**src/rtl/timerPkg.sv**
```systemverilog
package timerPkg;

  typedef enum logic [1:0] {
    MODE_SPLIT      = 2'd0,
    MODE_MIXED      = 2'd1,
    MODE_WIDE_TIMER = 2'd2,
    MODE_WIDE_EVENT = 2'd3
  } timerMode_e;

  // Strobes from control to datapath, valid for one cycle
  typedef struct packed {
    logic incLo;
    logic incHi;
    logic wide;
    logic capLo;
    logic capHi;
    logic restart;
    logic clrLo;
    logic clrHi;
  } timerStb_t;

  localparam int ADDR_W = 3;

  localparam logic [ADDR_W-1:0] REG_CTRL     = 3'd0;
  localparam logic [ADDR_W-1:0] REG_PRESCALE = 3'd1;
  localparam logic [ADDR_W-1:0] REG_MATCH_LO = 3'd2;
  localparam logic [ADDR_W-1:0] REG_MATCH_HI = 3'd3;
  localparam logic [ADDR_W-1:0] REG_COUNT_LO = 3'd4;
  localparam logic [ADDR_W-1:0] REG_COUNT_HI = 3'd5;
  localparam logic [ADDR_W-1:0] REG_CAPT_LO  = 3'd6;
  localparam logic [ADDR_W-1:0] REG_CAPT_HI  = 3'd7;

  localparam int CTRL_RUN     = 2;
  localparam int CTRL_RESTART = 3;
  localparam int CTRL_CLR_LO  = 4;
  localparam int CTRL_CLR_HI  = 5;
  localparam int CTRL_FLAG_LO = 6;
  localparam int CTRL_FLAG_HI = 7;

endpackage

```
**src/rtl/timerSyncEdge.sv**
```systemverilog
module timerSyncEdge #(
  parameter int STAGES = 2
) (
  input  logic clk,
  input  logic rstN,
  input  logic din,
  output logic rise
);

  // STAGES synchroniser flops plus one history flop for edge detection
  logic [STAGES:0] pipe;

  always_ff @(posedge clk or negedge rstN) begin
    if (!rstN) pipe <= '0;
    else       pipe <= {pipe[STAGES-1:0], din};
  end

  assign rise = pipe[STAGES-1] & ~pipe[STAGES];

endmodule

```
**src/rtl/timerCtrl.sv**
```systemverilog
module timerCtrl
  import timerPkg::*;
#(
  parameter int HALF_W      = 8,
  parameter int SYNC_STAGES = 2
) (
  input  logic              clk,
  input  logic              rstN,
  input  logic              wrEn,
  input  logic [ADDR_W-1:0] wrAddr,
  input  logic [HALF_W-1:0] wrData,
  input  logic [ADDR_W-1:0] rdAddr,
  output logic [HALF_W-1:0] rdData,
  input  logic              evtIn,
  input  logic              capLoIn,
  input  logic              capHiIn,
  input  logic [HALF_W-1:0] cntLo,
  input  logic [HALF_W-1:0] cntHi,
  input  logic [HALF_W-1:0] capLoVal,
  input  logic [HALF_W-1:0] capHiVal,
  input  logic              flagLo,
  input  logic              flagHi,
  output timerStb_t         stb,
  output timerMode_e        mode,
  output logic              run,
  output logic [HALF_W-1:0] matchLo,
  output logic [HALF_W-1:0] matchHi
);

  localparam int N_SYNC    = 3;
  localparam int IDX_EVT   = 0;
  localparam int IDX_CAPLO = 1;
  localparam int IDX_CAPHI = 2;

  logic [N_SYNC-1:0] rawIn;
  logic [N_SYNC-1:0] rises;

  assign rawIn = {capHiIn, capLoIn, evtIn};

  generate
    for (genvar g = 0; g < N_SYNC; g++) begin : gSync
      timerSyncEdge #(.STAGES(SYNC_STAGES)) uSync (
        .clk  (clk),
        .rstN (rstN),
        .din  (rawIn[g]),
        .rise (rises[g])
      );
    end
  endgenerate

  logic ctrlWr;
  logic restartReq;
  logic evtRise;

  assign ctrlWr     = wrEn && (wrAddr == REG_CTRL);
  assign restartReq = ctrlWr && wrData[CTRL_RESTART];
  assign evtRise    = rises[IDX_EVT];

  logic [HALF_W-1:0] psPending;
  logic [HALF_W-1:0] psActive;
  logic [HALF_W-1:0] psCnt;
  logic              psTc;

  // Software-visible registers
  always_ff @(posedge clk or negedge rstN) begin
    if (!rstN) begin
      mode      <= MODE_SPLIT;
      run       <= 1'b0;
      psPending <= '0;
      matchLo   <= '1;
      matchHi   <= '1;
    end else if (wrEn) begin
      case (wrAddr)
        REG_CTRL: begin
          mode <= timerMode_e'(wrData[1:0]);
          run  <= wrData[CTRL_RUN];
        end
        REG_PRESCALE: psPending <= wrData;
        REG_MATCH_LO: matchLo   <= wrData;
        REG_MATCH_HI: matchHi   <= wrData;
        default: ;
      endcase
    end
  end

  // Prescaler: the new reload value is adopted at terminal count or restart
  assign psTc = run && (psCnt == psActive);

  always_ff @(posedge clk or negedge rstN) begin
    if (!rstN) begin
      psCnt    <= '0;
      psActive <= '0;
    end else if (restartReq) begin
      psCnt    <= '0;
      psActive <= psPending;
    end else if (psTc) begin
      psCnt    <= '0;
      psActive <= psPending;
    end else if (run) begin
      psCnt    <= psCnt + 1'b1;
    end
  end

  // Route the counting sources according to the mode
  always_comb begin
    stb         = '0;
    stb.wide    = mode[1];
    stb.restart = restartReq;
    stb.clrLo   = ctrlWr && wrData[CTRL_CLR_LO];
    stb.clrHi   = ctrlWr && wrData[CTRL_CLR_HI];
    stb.capLo   = rises[IDX_CAPLO];
    stb.capHi   = rises[IDX_CAPHI] && !mode[1];
    case (mode)
      MODE_SPLIT: begin
        stb.incLo = psTc;
        stb.incHi = psTc;
      end
      MODE_MIXED: begin
        stb.incLo = psTc;
        stb.incHi = run && evtRise;
      end
      MODE_WIDE_TIMER: stb.incLo = psTc;
      MODE_WIDE_EVENT: stb.incLo = run && evtRise;
      default: ;
    endcase
  end

  // Combinational read port
  always_comb begin
    rdData = '0;
    case (rdAddr)
      REG_CTRL: begin
        rdData[1:0]          = mode;
        rdData[CTRL_RUN]     = run;
        rdData[CTRL_FLAG_LO] = flagLo;
        rdData[CTRL_FLAG_HI] = flagHi;
      end
      REG_PRESCALE: rdData = psPending;
      REG_MATCH_LO: rdData = matchLo;
      REG_MATCH_HI: rdData = matchHi;
      REG_COUNT_LO: rdData = cntLo;
      REG_COUNT_HI: rdData = cntHi;
      REG_CAPT_LO:  rdData = capLoVal;
      REG_CAPT_HI:  rdData = capHiVal;
      default: ;
    endcase
  end

endmodule

```
**src/rtl/timerDatapath.sv**
```systemverilog
module timerDatapath
  import timerPkg::*;
#(
  parameter int HALF_W = 8
) (
  input  logic              clk,
  input  logic              rstN,
  input  timerStb_t         stb,
  input  logic [HALF_W-1:0] matchLo,
  input  logic [HALF_W-1:0] matchHi,
  output logic [HALF_W-1:0] cntLo,
  output logic [HALF_W-1:0] cntHi,
  output logic [HALF_W-1:0] capLoVal,
  output logic [HALF_W-1:0] capHiVal,
  output logic              flagLo,
  output logic              flagHi
);

  localparam int FULL_W = 2 * HALF_W;

  logic [FULL_W-1:0] cntFull;
  logic [FULL_W-1:0] matchFull;
  logic              loHit;
  logic              hiHit;
  logic              wideHit;
  logic              setLo;
  logic              setHi;

  assign cntFull   = {cntHi, cntLo};
  assign matchFull = {matchHi, matchLo};
  assign loHit     = (cntLo == matchLo);
  assign hiHit     = (cntHi == matchHi);
  assign wideHit   = (cntFull == matchFull);

  assign setLo = !stb.restart && !stb.wide && stb.incLo && loHit;
  assign setHi = !stb.restart &&
                 (stb.wide ? (stb.incLo && wideHit) : (stb.incHi && hiHit));

  always_ff @(posedge clk or negedge rstN) begin
    if (!rstN) begin
      cntLo <= '0;
      cntHi <= '0;
    end else if (stb.restart) begin
      cntLo <= '0;
      cntHi <= '0;
    end else if (stb.wide) begin
      if (stb.incLo) {cntHi, cntLo} <= wideHit ? '0 : cntFull + 1'b1;
    end else begin
      if (stb.incLo) cntLo <= loHit ? '0 : cntLo + 1'b1;
      if (stb.incHi) cntHi <= hiHit ? '0 : cntHi + 1'b1;
    end
  end

  // A set in the same cycle as a clear wins
  always_ff @(posedge clk or negedge rstN) begin
    if (!rstN) begin
      flagLo <= 1'b0;
      flagHi <= 1'b0;
    end else begin
      flagLo <= setLo | (flagLo & ~stb.clrLo);
      flagHi <= setHi | (flagHi & ~stb.clrHi);
    end
  end

  always_ff @(posedge clk or negedge rstN) begin
    if (!rstN) begin
      capLoVal <= '0;
      capHiVal <= '0;
    end else begin
      if (stb.capLo) begin
        capLoVal <= cntLo;
        if (stb.wide) capHiVal <= cntHi;
      end
      if (stb.capHi) capHiVal <= cntHi;
    end
  end

endmodule

```
**src/rtl/multiModeTimer.sv**
```systemverilog
module multiModeTimer
  import timerPkg::*;
#(
  parameter int HALF_W      = 8,
  parameter int SYNC_STAGES = 2
) (
  input  logic              clk,
  input  logic              rstN,
  input  logic              wrEn,
  input  logic [ADDR_W-1:0] wrAddr,
  input  logic [HALF_W-1:0] wrData,
  input  logic [ADDR_W-1:0] rdAddr,
  output logic [HALF_W-1:0] rdData,
  input  logic              evtIn,
  input  logic              capLoIn,
  input  logic              capHiIn,
  output logic              irqLo,
  output logic              irqHi
);

  timerStb_t         stb;
  timerMode_e        mode;
  logic              run;
  logic [HALF_W-1:0] matchLo;
  logic [HALF_W-1:0] matchHi;
  logic [HALF_W-1:0] cntLo;
  logic [HALF_W-1:0] cntHi;
  logic [HALF_W-1:0] capLoVal;
  logic [HALF_W-1:0] capHiVal;
  logic              flagLo;
  logic              flagHi;

  timerCtrl #(.HALF_W(HALF_W), .SYNC_STAGES(SYNC_STAGES)) uCtrl (
    .clk      (clk),
    .rstN     (rstN),
    .wrEn     (wrEn),
    .wrAddr   (wrAddr),
    .wrData   (wrData),
    .rdAddr   (rdAddr),
    .rdData   (rdData),
    .evtIn    (evtIn),
    .capLoIn  (capLoIn),
    .capHiIn  (capHiIn),
    .cntLo    (cntLo),
    .cntHi    (cntHi),
    .capLoVal (capLoVal),
    .capHiVal (capHiVal),
    .flagLo   (flagLo),
    .flagHi   (flagHi),
    .stb      (stb),
    .mode     (mode),
    .run      (run),
    .matchLo  (matchLo),
    .matchHi  (matchHi)
  );

  timerDatapath #(.HALF_W(HALF_W)) uPath (
    .clk      (clk),
    .rstN     (rstN),
    .stb      (stb),
    .matchLo  (matchLo),
    .matchHi  (matchHi),
    .cntLo    (cntLo),
    .cntHi    (cntHi),
    .capLoVal (capLoVal),
    .capHiVal (capHiVal),
    .flagLo   (flagLo),
    .flagHi   (flagHi)
  );

  assign irqLo = flagLo;
  assign irqHi = flagHi;

endmodule

```
**config.mk**
```make
export PLATFORM = sky130hd
export DESIGN_NAME = multiModeTimer
export DESIGN_NICKNAME = d
export VERILOG_FILES = /design/src/rtl/timerPkg.sv /design/src/rtl/timerSyncEdge.sv /design/src/rtl/timerCtrl.sv /design/src/rtl/timerDatapath.sv /design/src/rtl/multiModeTimer.sv
export SDC_FILE = /design/constraint.sdc
export NUM_CORES = 1
export LEC_CHECK = 0
export CAP_MARGIN = 10
export CORE_MARGIN = 5
export CORE_UTILIZATION = 51
export CTS_CLUSTER_SIZE = 20
export DETAILED_ROUTE_END_ITERATION = 10
export GPL_ROUTABILITY_DRIVEN = 0
export PLACE_DENSITY = 0.69
export SYNTH_ARGS = -nofsm -noshare
export SYNTH_HDL_FRONTEND = slang
export SYNTH_SLANG_ARGS = --single-unit
```
**constraint.sdc**
```tcl
create_clock -name clk -period 3.97 [get_ports clk]
set_input_delay 0.397 -clock clk [delete_from_list [all_inputs] [get_ports clk]]
set_output_delay 0.397 -clock clk [all_outputs]
set_load 0.005 [all_outputs]
```
==> results of run 1 <==
==> worst min-delay path by stage <==
| stage | start | endpoint | slack [ns] |
|---|---|---|---|
| final | rstN | uCtrl.psCnt[2] | 0.1 |
| after CTS | rstN | uCtrl.psCnt[2] | 0.14 |
| after global routing | rstN | uCtrl.psCnt[2] | 0.18 |
| after floorplan | rstN | uCtrl.gSync[0].uSync.pipe[0] | 0.10 |
| after global placement | uCtrl.gSync[1].uSync.pipe[0] | uCtrl.gSync[1].uSync.pipe[1] | 0.33 |
| after detailed placement | uCtrl.gSync[0].uSync.pipe[0] | uCtrl.gSync[0].uSync.pipe[1] | 0.34 |
==> cell type report <==
cell class | instances | area share [%]
flip-flops and latches | 86 | 42.0
clock inverters | 5 | 1.65
inverters | 8 | 0.581
repair buffers | 37 | 6.73
clock buffers | 11 | 2.54
multi-input cells | 275 | 43.9
well taps | 108 | 2.61
==> kinds of logic (layout without fill, tap and decap cells) <==
family                   Yosys count  count (layout)
AND/OR/NAND/NOR                  101             101
flip-flops                        86              86
AO/OA/AOI/OAI                     77              77
multiplexers                      66              66
buffers and inverters             32              61
XOR/XNOR                          28              28
adder cells (fa/ha/maj)            3               3
==> metrics by stage <==
stage | utilization [%] | total power, µW | instances
finish | 59.0 | 2890 | 530
CTS | 59.0 | 2910 | 530
global placement | 56.5 | 2200 | 514
global route | 59.0 | 3070 | 530
detailed placement | 56.5 | 2230 | 514
floorplan | - | 1930 | 393
==> layer usage <==
layer,vias to the layer above,part of all wire [%]
li1,1500,-
met3,18,5.1
met2,94,49
met4,0,2.3
met1,1701,44
met5,-,0
==> Yosys cell counts, types with 3 or more instances <==
library cell and number:
nand4_1 7, mux2i_1 3, nand2_1 31, a41oi_1 4, o2bb2ai_1 4, dfstp_2 16, nor2_1 18, nor3b_1 3
dfrtp_1 70, xor2_1 13, nand2b_1 3, buf_6 3, and2_1 3, o21ai_0 16, nand3_1 5, buf_2 3
inv_1 8, ha_1 3, nor3_1 4, or2b_2 3, xnor2_1 14, clkbuf_1 14, a22o_1 4, nor2b_1 4
mux4_2 9, a21oi_1 9, a31oi_1 7, a22oi_1 3, mux2_2 54, and3_1 4, o221ai_1 3
==> power groups by stage <==
stage / clock network [µW] / registers [µW] / logic, µW
finish: 675 / 1430 / 785
global route: 724 / 1460 / 878
CTS: 691 / 1420 / 793
detailed placement: 0 / 1440 / 788
global placement: 0 / 1430 / 770
floorplan: 0 / 1290 / 642
==> sequential cells by signal, summed over array words and instances, names as in the netlist <==
signal / flops
uCtrl.gSync.uSync.pipe: 9
uCtrl.matchHi: 8
uCtrl.matchLo: 8
uCtrl.psActive: 8
uCtrl.psCnt: 8
uCtrl.psPending: 8
uPath.capHiVal: 8
uPath.capLoVal: 8
uPath.cntHi: 8
uPath.cntLo: 8
uCtrl.mode: 2
uCtrl.run: 1
uPath.flagHi: 1
uPath.flagLo: 1
==> placed cells by master (no fill, tap or decap), types with 4 or more instances in the layout <==
cell type	instances
nor2b_1	4
and3_1	4
o2bb2ai_1	4
xnor2_1	14
clkdlybuf4s50_1	28
a31oi_1	7
nand4_1	7
nor2_1	18
a41oi_1	4
inv_1	8
mux2_2	54
nand3_1	5
nor3_1	4
mux4_2	9
a22o_1	4
o21ai_0	16
dfstp_2	16
a21oi_1	9
nand2_1	31
dfrtp_1	70
buf_4	9
xor2_1	13
clkbuf_8	9
==> metrics.md, run 1 <==
| Metric | Value |
|---|---|
| Clk network pwr share | 23.4% |
| Fillers | 750 |
| Worst skew pair latency | 0.36 ns |
| Worst-case clock skew | 0.0171 ns |
| Adder-cell area share of the yosys netlist | 0.818% |
| Initial Utilization | 52.3% |
| Die X | 105 µm |
| Worst min path class | input pin to async pin |
| Syn avg cell area | 11.7 µm² |
| Main combinational cell family by area after synthesis | multiplexers |
| Final critical-path share of the clock period | 80.7% |
| Seq cells post-synth | 86 |
| Highest Clock Rate | 312 MHz |
| Area delta synth->final | 12.7% |
| Vias in the first global route | 3,379 |
| Share of cells above drive strength 1 | 28.2% |
| Vias | 3,313 |
| CP max FO | 15 |
| Largest net degree at the start of global routing | 63 |
| Leakage | 0.00207 µW |
| Total congestion overflow | 0 |
| Critical Path AT | 2.81 ns |
| Crit. End Element | output pin |
| Crit. Startpoint | rdAddr[2] |
| CP endpoint | rdData[1] |
| IO Count | 30 |
| Post-Layout Inst Area | 5170 µm² |
| CP cell instances | clkdlybuf4s50_1, buf_4, nor2b_1, a22oi_1, a22o_1, a31oi_1, nor2_1, a31oi_1, clkdlybuf4s50_1 |
| Iter 0 DRT Violations | 290 |
| Vias per cell | 6.25 |
| Drc violations | 0 |
| Compound-Gate Fraction of Synth Area | 12.5% |
| M2 GR Usage | 32.2% |
| Worst path max stage delay | 0.58 ns |
| Initial DRT Pass Iterations | 5 |
| Slew Limit Fails | 0 |
| Worst Setup Path Type | input pin to output pin |
| Reg2reg start | uCtrl.run |
| Global-route wire length before repair | 18,300 µm |
| Final nets | 440 |
| Sw frac | 32.9% |
| WL/cell | 21.0 µm |
| Final hold viol count | 0 |
| Core area | 8760 µm² |
| Global Route Usage Sum | 21.0% |
| Min Tclk post-route | 3.20 ns |
| HPWL after detailed placement | 8150 µm |
| Die height | 105 µm |
| Hold Buf Count CTS | 0 |
| Post-Syn Nets | 416 |
| Met3 Use GR | 3.95% |
| Worst slew margin | 26.4% |
| Worst R2R Setup Slack | 1.38 ns |
| P_int | 1940 µW |
| Worst-margin pin slew | 1.09 ns |
| CP required | 3.57 ns |
| Gr busiest metal | met2 |
| Status | completed |
| FF+latch area | 2170 µm² |
| Synthesized area | 4590 µm² |
| Clk buf depth | 2 |
| Num rows | 34 |
| Sinks on Clock Net | 86 |
| Clk Tree Root Cell | clkbuf_8 |
| Crit-path slowest cell | clkdlybuf4s50_1 |
| Synth warnings | 0 |
| Synth unique cells | 66 |
| Clock transition at the registers of the reported paths | 0.09 ns |
| Ranking of synthesized cells by area | dfrtp_1, mux2_2, dfstp_2 |
| Initial antenna violation count | 0 |
| Num CTS Buffers | 9 |
| Post-synth top area share | 38.2% |
| Synth Flop Type | dfrtp_1 |
| CTS resizes | 0 |
| Maximum Capacitance Violations | 0 |
| Final setup vio count | 0 |
| Setup TNS | 0 ns |
| Placed Area | 4950 µm² |
| Post-synthesis sequential area ratio | 47.4% |
| Area occupied by multi-input gates | 2270 µm² |
| Mux cell area share after synthesis | 18.3% |
| Cell family with most CP delay | buffers and inverters |
| Routed WL | 11,100 µm |
| Fraction of power consumed by sequential logic | 49.4% |
| Async set-reset flop share out of synthesis | 100% |
| R2R cell count | 5 |
| Number of flops mapped to enable cells by yosys | 0 |
| Reg-to-reg endpoint | uPath.cntHi[4] |
| Post-detailed-route count of antenna-violating nets | 0 |
| Setup bufs post-CTS | 0 |
| Pre-CTS setup slack | 0.816 ns |
| TritonCTS clock tree | built |
| Post-synthesis xor/xnor area fraction | 5.51% |
| Switch Pwr | 950 µW |
| Peak VDD IR | 0.318 mV |
| Port-buffer cells | 29 |
| Met1 Usage GRT | 29.1% |
| Antenna cells | 0 |
| Combinational fraction of design power | 27.2% |
| Post-synthesis cell count | 393 |
| Final hold slack | 0.0987 ns |
| CP Buf/Inv Count | 3 |
| RSZ-0062 raised after global routing | false |
| Synth Area in Simple Gates | 11.9% |
| CP Depth | 9 |
| Leading area contributor after synthesis | dfrtp_1 |
| Fin worst setup slack | 0.768 ns |
| CP Launch Type | input pin |
| PD cells | 559 nW/µm² |
| Htree depth | 3 |
| Die area | 11,000 µm² |
Note: power is estimated with default switching activity, not from simulation.
==> inputs of run 2 (changes only) <==
==> constraint.sdc (replaced) <==
create_clock -name clk -period 3.2 [get_ports clk]
set_input_delay 0.32 -clock clk [delete_from_list [all_inputs] [get_ports clk]]
set_output_delay 0.32 -clock clk [all_outputs]
set_load 0.005 [all_outputs]
==> metrics.md, run 2 (synthesized netlist as in run 1, its figures left out) <==
| Metric | Value |
|---|---|
| Worst-case clock skew | 0.0153 ns (-0.00184 ns) |
| CP required | 2.88 ns (-0.69 ns) |
| CTS resizes | 0 (unchanged) |
| Antenna cells | 0 (unchanged) |
| Worst slew margin | 55.8% (+29 points) |
| Setup TNS | 0 ns (unchanged) |
| Slew Limit Fails | 0 (unchanged) |
| Cell family with most CP delay | buffers and inverters |
| Worst skew pair latency | 0.37 ns (about the same) |
| WL/cell | 20.7 µm (-1.7%) |
| Clk network pwr share | 22.8% (-0.6 points) |
| Peak VDD IR | 0.368 mV (+16%) |
| Fillers | 727 (-3.1%) |
| Sw frac | 33.7% (+0.82 points) |
| Num CTS Buffers | 9 (unchanged) |
| Switch Pwr | 1200 µW (+27%) |
| TritonCTS clock tree | built |
| Initial Utilization | 52.3% (unchanged) |
| Hold Buf Count CTS | 1 (+1) |
| Core area | 8760 µm² (unchanged) |
| Critical Path AT | 2.56 ns (-0.25 ns) |
| Combinational fraction of design power | 27.8% (+0.6 points) |
| Num rows | 34 (unchanged) |
| Clk buf depth | 2 (unchanged) |
| Final hold viol count | 0 (unchanged) |
| Die X | 105 µm (unchanged) |
| CP cell instances | clkdlybuf4s50_1, buf_4, mux2_2, a22o_1, a221o_1, clkdlybuf4s50_1 |
| Final setup vio count | 0 (unchanged) |
| Vias | 3,345 (+0.97%) |
| Commonest cells after routing, fill and taps aside | dfrtp_1, mux2_2, nand2_1 |
| P_int | 2360 µW (+22%) |
| Register with the most flip-flops | uCtrl.gSync.uSync.pipe |
| PD cells | 682 nW/µm² (+22%) |
| Post-detailed-route count of antenna-violating nets | 0 (unchanged) |
| Die height | 105 µm (unchanged) |
| Iter 0 DRT Violations | 291 (+0.34%) |
| Sinks on Clock Net | 86 (unchanged) |
| Post-Layout Inst Area | 5230 µm² (+1.2%) |
| Routed WL | 11,100 µm (about the same) |
| Die area | 11,000 µm² (unchanged) |
| Global Route Usage Sum | 21.2% (+0.16 points) |
| Largest net degree at the start of global routing | 39 (-38%) |
| Drc violations | 0 (unchanged) |
| Worst min path class | flip-flop to flip-flop |
| Setup bufs post-CTS | 0 (unchanged) |
| Status | completed |
| Max FFs per register | 9 (unchanged) |
| Placed Area | 5010 µm² (+1.2%) |
| Fraction of power consumed by sequential logic | 49.3% (about the same) |
| Layout Utilization | 59.7% (+0.70 points) |
| Initial antenna violation count | 0 (unchanged) |
| Global-route wire length before repair | 18,500 µm (+1.1%) |
| CP max FO | 10 (-5) |
| Crit-path slowest cell | clkdlybuf4s50_1 |
| HPWL after detailed placement | 8240 µm (+1.1%) |
| Leakage | 0.00212 µW (+2.0%) |
| Area occupied by multi-input gates | 2270 µm² (unchanged) |
| Worst-margin pin slew | 0.657 ns (-0.431 ns) |
| Port-buffer cells | 29 (unchanged) |
| Worst Setup Path Type | input pin to output pin |
| Vias in the first global route | 3,388 (+0.27%) |
| CP Launch Type | input pin |
| Initial DRT Pass Iterations | 5 (unchanged) |
| Clock transition at the registers of the reported paths | 0.08 ns (about the same) |
| Most common cell after layout, fill and taps aside | dfrtp_1 |
| Final nets | 449 (+2.0%) |
| CP Buf/Inv Count | 3 (unchanged) |
| Vias per cell | 6.21 (-0.72%) |
| Total congestion overflow | 0 (unchanged) |
| Worst path max stage delay | 0.67 ns (+0.09 ns) |
| Share of cells above drive strength 1 | 29.7% (+1.5 points) |
| RSZ-0062 raised after global routing | false |
| Area delta synth->final | 14.0% |
| Crit. End Element | output pin |
| Min Tclk post-route | 2.88 ns |
| Clk Tree Root Cell | clkbuf_8 |
| IO Count | 30 (unchanged) |
| Htree depth | 3 (unchanged) |
| Final critical-path share of the clock period | 89.9% |
| Maximum Capacitance Violations | 0 (unchanged) |
| FF+latch area | 2170 µm² (unchanged) |
| Highest Clock Rate | 348 MHz |
| CP most frequent cell | clkdlybuf4s50_1 |
==> run 2: changes by cell type in the layout (fill, tap and decap cells not counted), sizes merged <==
cell	previous run	this run
buf	9	17
bufinv	2	1
clkinv	2	0
dlygate4sd3	0	1
inv	8	11
==> run 2: power groups by stage <==
stage / combinational [µW] / sequential (µW) / clock, µW
after detailed placement: 991 / 1780 / 0
after floorplan: 796 / 1600 / 0
final: 993 / 1760 / 814
after CTS: 998 / 1750 / 833
after global routing: 1100 / 1800 / 882
after global placement: 965 / 1760 / 0
==> run 2: per-layer routing <==
layer	track usage [%]	part of all wire, %	vias up
met2	32.7	47	111
met3	4.01	5.0	23
li1	-	-	1510
met4	7.58	2.6	0
met5	0	0	-
met1	30.0	45	1701
==> run 2: metrics by stage <==
step	std cells	hold WS (ns)	worst slack (ns)	total power, µW
6_report	539	0.354	0.323	3570
5_1_grt	539	0.364	0.132	3780
4_1_cts	539	0.356	0.316	3590
3_5_place_dp	522	0.312	0.330	2770
3_3_place_gp	522	0.309	0.341	2730
2_1_floorplan	393	0.0244	1.22	2390
==> run 2: path summary, 6_finish.rpt <==
kind                                         startpoint                            to  slack [ns]  cells past startpoint
hold reg to reg            uCtrl.gSync[0].uSync.pipe[0]  uCtrl.gSync[0].uSync.pipe[1]        0.35                      0
setup / recovery                              rdAddr[2]                     rdData[3]        0.32                      6
min in group asynchronous                          rstN                uCtrl.psCnt[1]        0.44                      2
max in group asynchronous                          rstN              uCtrl.matchLo[3]        1.98                      3
hold / removal             uCtrl.gSync[0].uSync.pipe[0]  uCtrl.gSync[0].uSync.pipe[1]        0.35                      0
setup reg to reg                         uCtrl.psCnt[2]                uPath.cntHi[4]        0.62                      6
==> run 2: layout make-up <==
type / count / area share (%)
well taps: 108 / 2.58
inverters: 8 / 0.574
multi-input cells: 275 / 43.3
flip-flops and latches: 86 / 41.5
clock buffers: 11 / 2.70
repair buffers: 46 / 7.99
clock inverters: 5 / 1.27
==> run 2: worst register-to-register path, cell delays in order, from the launching register on <==
cell	delay, ns
dfrtp_1	0.45
xnor2_1	0.18
nand3_1	0.11
or4_1	0.79
o211ai_2	0.51
a41oi_1	0.18
a211oi_1	0.25
==> inputs of run 3 (changes only) <==
--- a/config.mk
+++ b/config.mk
@@ -5,12 +5,15 @@
 export SDC_FILE = /design/constraint.sdc
 export NUM_CORES = 1
 export LEC_CHECK = 0
+export ABC_CLOCK_PERIOD_IN_PS = 3200
 export CAP_MARGIN = 10
 export CORE_MARGIN = 5
 export CORE_UTILIZATION = 51
+export CTS_BUF_LIST = sky130_fd_sc_hd__clkbuf_8
 export CTS_CLUSTER_SIZE = 20
 export DETAILED_ROUTE_END_ITERATION = 10
 export GPL_ROUTABILITY_DRIVEN = 0
+export MAX_ROUTING_LAYER = met4
 export PLACE_DENSITY = 0.69
 export SYNTH_ARGS = -nofsm -noshare
 export SYNTH_HDL_FRONTEND = slang
==> metrics.md, run 3 (synthesized netlist as in run 1, its figures left out) <==
| Metric | Value |
|---|---|
| Min Tclk post-route | 2.89 ns (+0.0172 ns) |
| RSZ-0062 raised after global routing | false |
| Port-buffer cells | 29 (unchanged) |
| Share of cells above drive strength 1 | 29.7% (unchanged) |
| Reg-to-reg endpoint | uPath.cntHi[4] |
| Status | completed |
| Sw frac | 33.7% (about the same) |
| Die X | 105 µm (unchanged) |
| Clk Tree Root Cell | clkbuf_8 |
| Switch Pwr | 1200 µW (about the same) |
| Worst min path class | flip-flop to flip-flop |
| Most common cell after layout, fill and taps aside | dfrtp_1 |
| Vias per cell | 6.25 (+0.66%) |
| Worst-margin pin slew | 0.616 ns (-0.0414 ns) |
| Leakage | 0.00212 µW (+0.20%) |
| CP cell instances | clkdlybuf4s50_1, buf_4, nor2_1, nor2_1, a22o_1, a31oi_1, nor2_1, a31oi_1, clkdlybuf4s50_1 |
| Commonest cells after routing, fill and taps aside | dfrtp_1, mux2_2, nand2_1 |
| Final setup vio count | 0 (unchanged) |
| Num rows | 34 (unchanged) |
| Setup TNS | 0 ns (unchanged) |
| Area occupied by multi-input gates | 2270 µm² (unchanged) |
| Vias in the first global route | 3,395 (+0.21%) |
| Sinks on Clock Net | 86 (unchanged) |
| Iter 0 DRT Violations | 260 (-11%) |
| Max FFs per register | 9 (unchanged) |
| Crit-path slowest cell | clkdlybuf4s50_1 |
| Post-Layout Inst Area | 5230 µm² (unchanged) |
| Worst slew margin | 58.6% (+2.8 points) |
| CP max FO | 8 (-2) |
| Num CTS Buffers | 9 (unchanged) |
| Slew Limit Fails | 0 (unchanged) |
| CP required | 2.88 ns (about the same) |
| Hold endpoint | uCtrl.gSync[0].uSync.pipe[1] |
| Worst skew pair latency | 0.36 ns (about the same) |
| Critical Path AT | 2.57 ns (about the same) |
| WL/cell | 20.7 µm (+0.21%) |
| Final hold slack | 0.354 ns (-0.000219 ns) |
| Core area | 8760 µm² (unchanged) |
| Initial DRT Pass Iterations | 5 (unchanged) |
| Largest net degree at the start of global routing | 39 (unchanged) |
| Worst Setup Path Type | input pin to output pin |
| Area delta synth->final | 14.0% (unchanged) |
| Global-route wire length before repair | 18,500 µm (about the same) |
| Htree depth | 3 (unchanged) |
| Worst path max stage delay | 0.58 ns (-0.09 ns) |
| Worst min-delay path startpoint | uCtrl.gSync[0].uSync.pipe[0] |
| TritonCTS clock tree | built |
| Combinational fraction of design power | 27.8% (about the same) |
| Vias | 3,367 (+0.66%) |
| Initial antenna violation count | 0 (unchanged) |
| Fraction of power consumed by sequential logic | 49.4% (about the same) |
| Routed WL | 11,200 µm (+0.21%) |
| Post-detailed-route count of antenna-violating nets | 0 (unchanged) |
| Worst R2R Setup Slack | 0.63 ns (about the same) |
| Clk network pwr share | 22.8% (about the same) |
| FF+latch area | 2170 µm² (unchanged) |
| HPWL after detailed placement | 8240 µm (unchanged) |
| Die height | 105 µm (unchanged) |
| Maximum Capacitance Violations | 0 (unchanged) |
| Global Route Usage Sum | 21.9% (+0.65 points) |
| Total congestion overflow | 0 (unchanged) |
| CP Launch Type | input pin |
| Clock transition at the registers of the reported paths | 0.08 ns (about the same) |
| Register with the most flip-flops | uCtrl.gSync.uSync.pipe |
| Setup bufs post-CTS | 0 (unchanged) |
| Clk buf depth | 2 (unchanged) |
| Peak VDD IR | 0.366 mV (-0.73%) |
| Worst-case clock skew | 0.0154 ns (+0.000155 ns) |
| Die area | 11,000 µm² (unchanged) |
| Crit. End Element | output pin |
| Hold Path Depth | 0 (unchanged) |
| PD cells | 681 nW/µm² (about the same) |
| Final critical-path share of the clock period | 90.4% (+0.54 points) |
| CP most frequent cell | nor2_1 |
| P_int | 2360 µW (-0.13%) |
| Drc violations | 0 (unchanged) |
| Highest Clock Rate | 346 MHz (-0.60%) |
| Final hold viol count | 0 (unchanged) |
| Final nets | 449 (unchanged) |
| Reg2reg start | uCtrl.psCnt[2] |
| IO Count | 30 (unchanged) |
| Placed Area | 5010 µm² (unchanged) |
| Fillers | 727 (unchanged) |
| Antenna cells | 0 (unchanged) |
| R2R cell count | 6 (unchanged) |
| Initial Utilization | 52.3% (unchanged) |
run 3: cell count changes in the layout (fill, tap and decap cells not counted), sizes merged:
cell,delta
clkbuf,-1
inv,+1
run 3: through the flow:
step	util, %	setup WS, ns	total power [µW]	std cells
6_report	59.7	0.306	3560	539
5_1_grt	59.7	0.132	3780	539
4_1_cts	59.7	0.316	3580	539
3_5_place_dp	57.2	0.330	2770	522
3_3_place_gp	57.2	0.341	2730	522
2_1_floorplan	-	1.22	2390	393
run 3: worst max-delay path, delay by kind of cell:
kind / cells / cell delay, ns
compound gates: 3 / 0.60
simple gates: 3 / 0.26
buf+inv: 3 / 1.39
run 3: final cells by class:
type / count / area share [%]
clock buffers: 10 / 2.63
clock inverters: 6 / 1.34
inverters: 8 / 0.574
multi-input cells: 275 / 43.3
flip-flops and latches: 86 / 41.5
well taps: 108 / 2.58
repair buffers: 46 / 7.99
run 3: how the worst max path moves through the flow:
stage,from,endpoint,slack (ns),cells past startpoint
after floorplan,uCtrl.psCnt[4],uPath.cntLo[3],1.22,8
after global placement,rdAddr[2],rdData[3],0.34,6
after detailed placement,rdAddr[2],rdData[3],0.33,6
after CTS,rdAddr[2],rdData[3],0.32,6
after global routing,rdAddr[2],rdData[1],0.13,9
final,rdAddr[2],rdData[1],0.31,9
run 3: metal layers:
layer  track usage, %  share of wire [%]  vias up
li1                 -                  -     1516
met5                -                  0        -
met2             32.7                 47      117
met4             7.58                2.2        0
met1             30.0                 46     1711
met3             4.01                4.7       23
run 3: power by group through the flow:
| stage | logic, µW | registers [µW] | clock network (µW) |
|---|---|---|---|
| final | 992 | 1760 | 813 |
| after global routing | 1100 | 1800 | 879 |
| after CTS | 998 | 1750 | 830 |
| after detailed placement | 991 | 1780 | 0 |
| after global placement | 965 | 1760 | 0 |
| after floorplan | 796 | 1600 | 0 |
run 3: what timing repair did:
action	CTS	global route
resized for setup	0	0
hold buffers	1	0
hold endpoints to repair	32	0
